File: src/rtl/cest_pkg.sv
package cest_pkg;

   typedef enum logic [1:0] {
      MODE_SINGLE  = 2'b00,
      MODE_SPMUX   = 2'b01,
      MODE_BLKCODE = 2'b10,
      MODE_SPARE   = 2'b11
   } cest_mode_e;

   localparam int NUM_PARTS = 2;

endpackage

File: src/rtl/cest_tap3.sv
module cest_tap3 #(
   parameter int W        = 11,
   parameter bit ROUND_UP = 1'b1
) (
   input  logic [W-1:0] a,
   input  logic [W-1:0] b,
   input  logic [W-1:0] c,
   output logic [W-1:0] y
);
   localparam int SW = W + 2;

   logic signed [SW-1:0] sum;
   logic signed [W-1:0]  sa, sb, sc, sy;

   assign sa = $signed(a);
   assign sb = $signed(b);
   assign sc = $signed(c);

   generate
      if (ROUND_UP) begin : g_round
         assign sum = SW'(sa) + (SW'(sb) <<< 1) + SW'(sc) + SW'(2);
      end else begin : g_trunc
         assign sum = SW'(sa) + (SW'(sb) <<< 1) + SW'(sc);
      end
   endgenerate

   assign sy = W'(sum >>> 2);
   assign y  = sy;

   // A weighted mean never leaves the span of its inputs.
   logic signed [W-1:0] mn, mx;
   always_comb begin
      mn = sa;
      mx = sa;
      if (sb < mn) mn = sb;
      if (sc < mn) mn = sc;
      if (sb > mx) mx = sb;
      if (sc > mx) mx = sc;
      p_avg_in_range_r1: assert (sy >= mn && sy <= mx)
         else $error("smoothed value outside neighbour span");
   end

endmodule

File: src/rtl/cest_window.sv
module cest_window
   import cest_pkg::*;
#(
   parameter int W  = 11,
   parameter int AW = 7
) (
   input  logic                          clk,
   input  logic                          rst_n,
   input  logic                          in_valid,
   input  logic                          in_sos,
   input  logic                          in_last,
   input  logic [1:0]                    in_mode,
   input  logic [NUM_PARTS-1:0][W-1:0]   in_d,
   output logic                          emit,
   output logic [AW-1:0]                 emit_addr,
   output logic [NUM_PARTS-1:0][W-1:0]   left,
   output logic [NUM_PARTS-1:0][W-1:0]   mid,
   output logic [NUM_PARTS-1:0][W-1:0]   right,
   output logic [1:0]                    mid_mode,
   output logic                          flush_pend
);
   logic                        have_q, first_q, last_q;
   cest_mode_e                  mode_q;
   logic [NUM_PARTS-1:0][W-1:0] cen_q, prv_q;
   logic [AW-1:0]               idx_q;
   logic                        new_sym;

   always_comb begin
      flush_pend = have_q & last_q;
      new_sym    = in_valid & (in_sos | ~have_q | last_q);
      emit       = have_q & (last_q | in_valid);
      emit_addr  = idx_q;
      mid        = cen_q;
      mid_mode   = mode_q;
      left       = first_q ? cen_q : prv_q;
      right      = (last_q | new_sym) ? cen_q : in_d;
   end

   always_ff @(posedge clk) begin
      if (!rst_n) begin
         have_q  <= 1'b0;
         first_q <= 1'b0;
         last_q  <= 1'b0;
         mode_q  <= MODE_SINGLE;
         cen_q   <= '0;
         prv_q   <= '0;
         idx_q   <= '0;
      end else begin
         if (new_sym)   idx_q <= '0;
         else if (emit) idx_q <= idx_q + 1'b1;

         if (in_valid) begin
            prv_q   <= new_sym ? '0 : cen_q;
            cen_q   <= in_d;
            first_q <= new_sym;
            last_q  <= in_last;
            mode_q  <= cest_mode_e'(in_mode);
            have_q  <= 1'b1;
         end else if (flush_pend) begin
            have_q  <= 1'b0;
            last_q  <= 1'b0;
         end
      end
   end

   // After a last subcarrier is drained the window is empty or holds a fresh symbol start.
   p_flush_drains_r7: assert property (@(posedge clk) disable iff (!rst_n)
      (have_q && last_q) |=> (!have_q || first_q));

endmodule

File: src/rtl/cest_smoother.sv
module cest_smoother
   import cest_pkg::*;
#(
   parameter int DATA_W        = 11,
   parameter int ADDR_W        = 7,
   parameter bit ROUND_HALF_UP = 1'b1
) (
   input  logic              clk,
   input  logic              rst_n,
   input  logic              in_valid,
   input  logic              in_sos,
   input  logic              in_last,
   input  logic [1:0]        in_mode,
   input  logic [DATA_W-1:0] in_re,
   input  logic [DATA_W-1:0] in_im,
   output logic              wr_en,
   output logic [ADDR_W-1:0] wr_addr,
   output logic [DATA_W-1:0] wr_re,
   output logic [DATA_W-1:0] wr_im
);
   generate
      if (DATA_W < 2) begin : g_bad_width
         $error("DATA_W must be at least 2");
      end
      if (ADDR_W < 1) begin : g_bad_addr
         $error("ADDR_W must be at least 1");
      end
   endgenerate

   logic [NUM_PARTS-1:0][DATA_W-1:0] in_d, left, mid, right, smooth, sel;
   logic                             emit, flush_pend;
   logic [ADDR_W-1:0]                emit_addr;
   logic [1:0]                       mid_mode;

   assign in_d = {in_im, in_re};

   cest_window #(.W(DATA_W), .AW(ADDR_W)) u_win (
      .clk        (clk),
      .rst_n      (rst_n),
      .in_valid   (in_valid),
      .in_sos     (in_sos),
      .in_last    (in_last),
      .in_mode    (in_mode),
      .in_d       (in_d),
      .emit       (emit),
      .emit_addr  (emit_addr),
      .left       (left),
      .mid        (mid),
      .right      (right),
      .mid_mode   (mid_mode),
      .flush_pend (flush_pend)
   );

   generate
      for (genvar g = 0; g < NUM_PARTS; g++) begin : g_part
         cest_tap3 #(.W(DATA_W), .ROUND_UP(ROUND_HALF_UP)) u_tap (
            .a (left[g]),
            .b (mid[g]),
            .c (right[g]),
            .y (smooth[g])
         );
      end
   endgenerate

   assign sel = (mid_mode == MODE_SINGLE) ? smooth : mid;

   always_ff @(posedge clk) begin
      if (!rst_n) begin
         wr_en   <= 1'b0;
         wr_addr <= '0;
         wr_re   <= '0;
         wr_im   <= '0;
      end else begin
         wr_en <= emit;
         if (emit) begin
            wr_addr <= emit_addr;
            wr_re   <= sel[0];
            wr_im   <= sel[1];
         end
      end
   end

   p_last_written_r3: assert property (@(posedge clk) disable iff (!rst_n)
      flush_pend |=> wr_en);

   p_idle_quiet_r4: assert property (@(posedge clk) disable iff (!rst_n)
      (!in_valid && !flush_pend) |=> !wr_en);

   p_bypass_raw_r2: assert property (@(posedge clk) disable iff (!rst_n)
      (emit && mid_mode != MODE_SINGLE) |=>
         (wr_re == $past(mid[0]) && wr_im == $past(mid[1])));

   p_addr_seq_r5: assert property (@(posedge clk) disable iff (!rst_n)
      (wr_en && $past(wr_en) && wr_addr != '0) |->
         (wr_addr == ADDR_W'($past(wr_addr) + 1'b1)));

endmodule

File: config.mk
export PLATFORM = sky130hd
export DESIGN_NAME = cest_smoother
export DESIGN_NICKNAME = d
export VERILOG_FILES = /design/src/rtl/cest_pkg.sv /design/src/rtl/cest_tap3.sv /design/src/rtl/cest_window.sv /design/src/rtl/cest_smoother.sv
export SDC_FILE = /design/constraint.sdc
export NUM_CORES = 1
export LEC_CHECK = 0
export BUFFER_PORTS_ARGS = -buffer_cell sky130_fd_sc_hd__buf_2
export CORE_UTILIZATION = 36
export CTS_BUF_LIST = sky130_fd_sc_hd__clkbuf_16
export DETAILED_ROUTE_END_ITERATION = 10
export PLACE_DENSITY = 0.49
export SLEW_MARGIN = 20
export SYNTH_ARGS = -nofsm -noshare
export SYNTH_HDL_FRONTEND = slang
export SYNTH_HIERARCHICAL = 1
export SYNTH_SLANG_ARGS = --single-unit
File: constraint.sdc
create_clock -name clk -period 5 [get_ports clk]
set_input_delay 1 -clock clk [delete_from_list [all_inputs] [get_ports clk]]
set_output_delay 1 -clock clk [all_outputs]
set_load 0.1 [all_outputs]
# [Word-level counts from Yosys, hierarchy flattened]
# Index checks and enable logic that the tools add are counted.
[classes] add_sub_neg=7 mux=7 bitwise=9 reduce_logical=3
[ops] op="22-bit 2-to-1 mux" count=4
[ops] op="11-bit by 12-bit adder with 13-bit output" count=2
[ops] op="13-bit by 11-bit adder with 13-bit output" count=2
[ops] op="13-bit by 3-bit adder with 13-bit output, second input constant" count=2
[ops] op="7-bit by 1-bit adder with 7-bit output, second input constant" count=1
[ops] op="1-bit OR" count=4
[ops] op="1-bit AND" count=3
[ops] op="1-bit 2-to-1 mux" count=3
[ops] op="2-bit logical NOT" count=1
[ops] op="1-bit inverter" count=2
[ops] op="2-bit nonzero test" count=1
[ops] op="2-bit OR reduction" count=1
[word_totals] ff_bits=86 inputBits=29 word_cells=39

# [Logic depth before layout (Yosys ltp)]
[depth] word_depth=9 mapped_depth=13 mapped_depth_nobuf=12

# [By module]
# Netlist, hierarchy kept.
[modules_own_cells] mod="cest_window" instances=1 cells_each=247 area_per_inst_um2=2632.5
[modules_own_cells] mod="cest_smoother" instances=1 cells_each=150 area_per_inst_um2=1360.1
[modules_own_cells] mod="cest_tap3 (g_part[1].u_tap)" instances=1 cells_each=98 area_per_inst_um2=840.8
[modules_own_cells] mod="cest_tap3 (g_part[0].u_tap)" instances=1 cells_each=85 area_per_inst_um2=773.2

# [Least setup slack after synthesis]
# Ideal clock, no wire load.
[synth_path] path_type="input to register" startpoint="in in_valid" endpoint="reg wr_im[6]" t_arrival_ns=4.147 path_slack_ns=0.778 path_stages=12 path_buffers=2 path_cell_list="buf_2 a21oi_1 buf_4 mux2_2 fa_1 ha_1 a21o_1 a32o_2 o2111a_1 a311oi_1 or3b_1 a31oi_1"
[synth_lines] item="start, declared" line_no="cest_smoother.sv:10" text="input logic in_valid,"
[synth_lines] item="end signal, assigned" line_no="cest_smoother.sv:78" text="wr_im <= sel[1];"
[synth_lines] item="end, declared" line_no="cest_smoother.sv:19" text="output logic [DATA_W-1:0] wr_im"

==> flow_summary_export.csv <==
group,metric,value,unit
grt,grtUsageMet1,22.4,%
cells_and_area,final_nets,696,
worst_hold_path,hold_path.class,"reg2reg",
power,swShare,33.7,%
critical_path,reg2reg_from,"u_win/first_q",
timing,finalHoldViolations,0,
placement,portBuffers,58,
die,chipHeight,127,um
grt,grt_overflow,0,
cells_and_area,design_area,0.00631,mm2
clocking,ctsHoldBuffers,0,
cells_and_area,mostFrequentLayoutCell,"dfxtp_1",
power,p_int,1350,uW
status,status,"finished, final reports clean",
critical_path,cp_max_fo,22,
worst_hold_path,hold_depth,2,
placement,gp_congestion,0.820,
timing,max_freq,242,MHz
grt,globalRouteMet3Util,2.40,%
power,p_switching,686,uW
die,core-area,0.0152,mm2
clocking,worstSkewPairLatency,0.35,ns
critical_path,startpoint_type,"primary input",
critical_path,critPathCaptureType,"register",
grt,antenna_found_initial,0,
drt,ant_nets,0,
flow_run,drv_cap,0,
synthesis,avgSynthCellArea,9.67,um2
drt,wl_per_cell,15.6,um
critical_path,r2r_slack,1.13,ns
drt,drt_iter0_drc,220,
clocking,post_cts_resized,0,
critical_path,r2r-end,"wr_re[10]",
worst_hold_path,hold_path_end,"u_win/emit_addr[6]",
synthesis,yosysWarnings,6,
cells_and_area,antenna_cells,0,
cells_and_area,drive_above_1_share,21.8,%
timing,skew,0.00504,ns
clocking,post_cts_buffers,0,
drt,vias,4289,
synthesis,synth_nets,655,
power,ir_drop,169,uV
critical_path,rr_worst_depth,11,
die,io_pins,59,
clocking,tritoncts,"yes",
grt,grt_max_degree,59,
grt,grt_usage,16.9,%
drt,drc_errors,0,
critical_path,arrival,4.40,ns
grt,grt_pass1_vias,4269,
power,p_comb_share,30.4,%
cells_and_area,final_cells,813,
power,p_seq_share,37.5,%
power,p_clk_share,32.1,%
clocking,ctsHtreeMaxLevel,3,
placement,placedCellCount,797,
timing,slew_headroom,35.8,%
timing,period_share,82.6,%
critical_path,crit_type,"in2reg",
clocking,clk_pin_slew,0.06,ns
clocking,cts-root-buf,"clkbuf_16",
synthesis,syn_inst,579,
die,die_w,127,um
grt,grt_pass1_wl,21.4,mm
grt,gr-usage-met2,27.4,%
critical_path,required,5.27,ns
grt,busiest_layer,"met2",
timing,tightest_slew,0.963,ns
die,die_area,0.0161,mm2
clocking,cts_sinks,86,
timing,finalSetupTns,0,ns
placement,dpl_cell_area,0.00602,mm2
timing,min_period,4.13,ns
clocking,clock_tree.buffer_depth,2,
synthesis,netlist_area,0.00560,mm2
worst_hold_path,hp-start,"u_win/emit_addr[6]",
die,start_util,36.8,%
cells_and_area,layout_common_cells,"dfxtp_1 (84), buf_2 (58), mux2i_1 (55)",
timing,setup_viol,0,
drt,drt-vias-per-instance,5.28,
cells_and_area,area_delta_synth_final,12.6,%
placement,pre_cts_slack,0.529,ns
timing,layout_setup_ws,0.872,ns
die,num_rows,45,
placement,dp_hpwl,8.61,mm
drt,drt_first_pass_iters,4,
power,p_per_area,323,mW/mm2
timing,slew_violations,0,
clocking,numCtsBuffers,9,
drt,drt-total-wl,12.7,mm
power,p_leak,0.00278,uW
timing,grt_setup_unrepaired,"no",
[layout make-up]
| class | count | area [um2] |
|---|---|---|
| repair buffers | 65 | 355 |
| flip-flops and latches | 86 | 1720 |
| fillers | 1516 | 8900 |
| well taps | 188 | 235 |
| inverters | 19 | 71.3 |
| clock buffers | 9 | 225 |
| multi-input cells | 439 | 3640 |
| clock inverters | 7 | 57.6 |
[through the flow]
| stage | hold WS [ns] | total power (uW) | util (%) |
|---|---|---|---|
| CTS | 0.494 | 2060 | 41.5 |
| global route | 0.519 | 2160 | 41.5 |
| floorplan | 0.452 | 1280 | - |
| finish | 0.486 | 2030 | 41.5 |
| detailed placement | 0.482 | 1400 | 39.6 |
| global placement | 0.470 | 1400 | 39.6 |
[worst max-delay path, stage by stage]
cell and delay, ns:
buf_2 0.11, nand2b_1 0.14, a21oi_2 0.21, buf_12 0.22, mux2_2 0.36, fa_1 0.43, ha_1 0.42, a21oi_2 0.36
nand4_1 0.17, o211a_1 0.24, a311oi_1 0.22, or3b_1 0.36, a31oi_1 0.16
[routing by layer]
metal	share of wire (%)	vias up
met5	0	-
met4	1.7	0
met3	3.0	14
met2	45	86
met1	50	2011
li1	-	2178
[power groups by stage]
stage / Combinational, uW / Clock (uW) / Sequential, uW
2_1_floorplan: 412 / 0 / 865
3_3_place_gp: 617 / 0 / 778
3_5_place_dp: 620 / 0 / 779
4_1_cts: 624 / 675 / 764
5_1_grt: 684 / 703 / 771
6_report: 620 / 652 / 763
[worst max-delay path by stage]
stage,from,endpoint,slack (ns),cells after the start
final,in_sos,wr_im[10],0.87,13
after global routing,in_sos,wr_im[10],0.64,13
after CTS,in_sos,wr_im[10],0.89,13
after detailed placement,in_sos,wr_im[10],0.53,13
after global placement,in_sos,wr_im[5],0.58,14
after floorplan,in_valid,wr_im[6],0.78,12
[flip-flops by register name, indices dropped and copies added (netlist names)]
name,cells
u_win/emit_addr,7
u_win/first_q,1
u_win/have_q,1
u_win/last_q,1
u_win/mid,22
u_win/mid_mode,2
u_win/prv_q,22
wr_addr,7
wr_en,1
wr_im,11
wr_re,11
No activity file was read; power rests on OpenSTA's default activity.
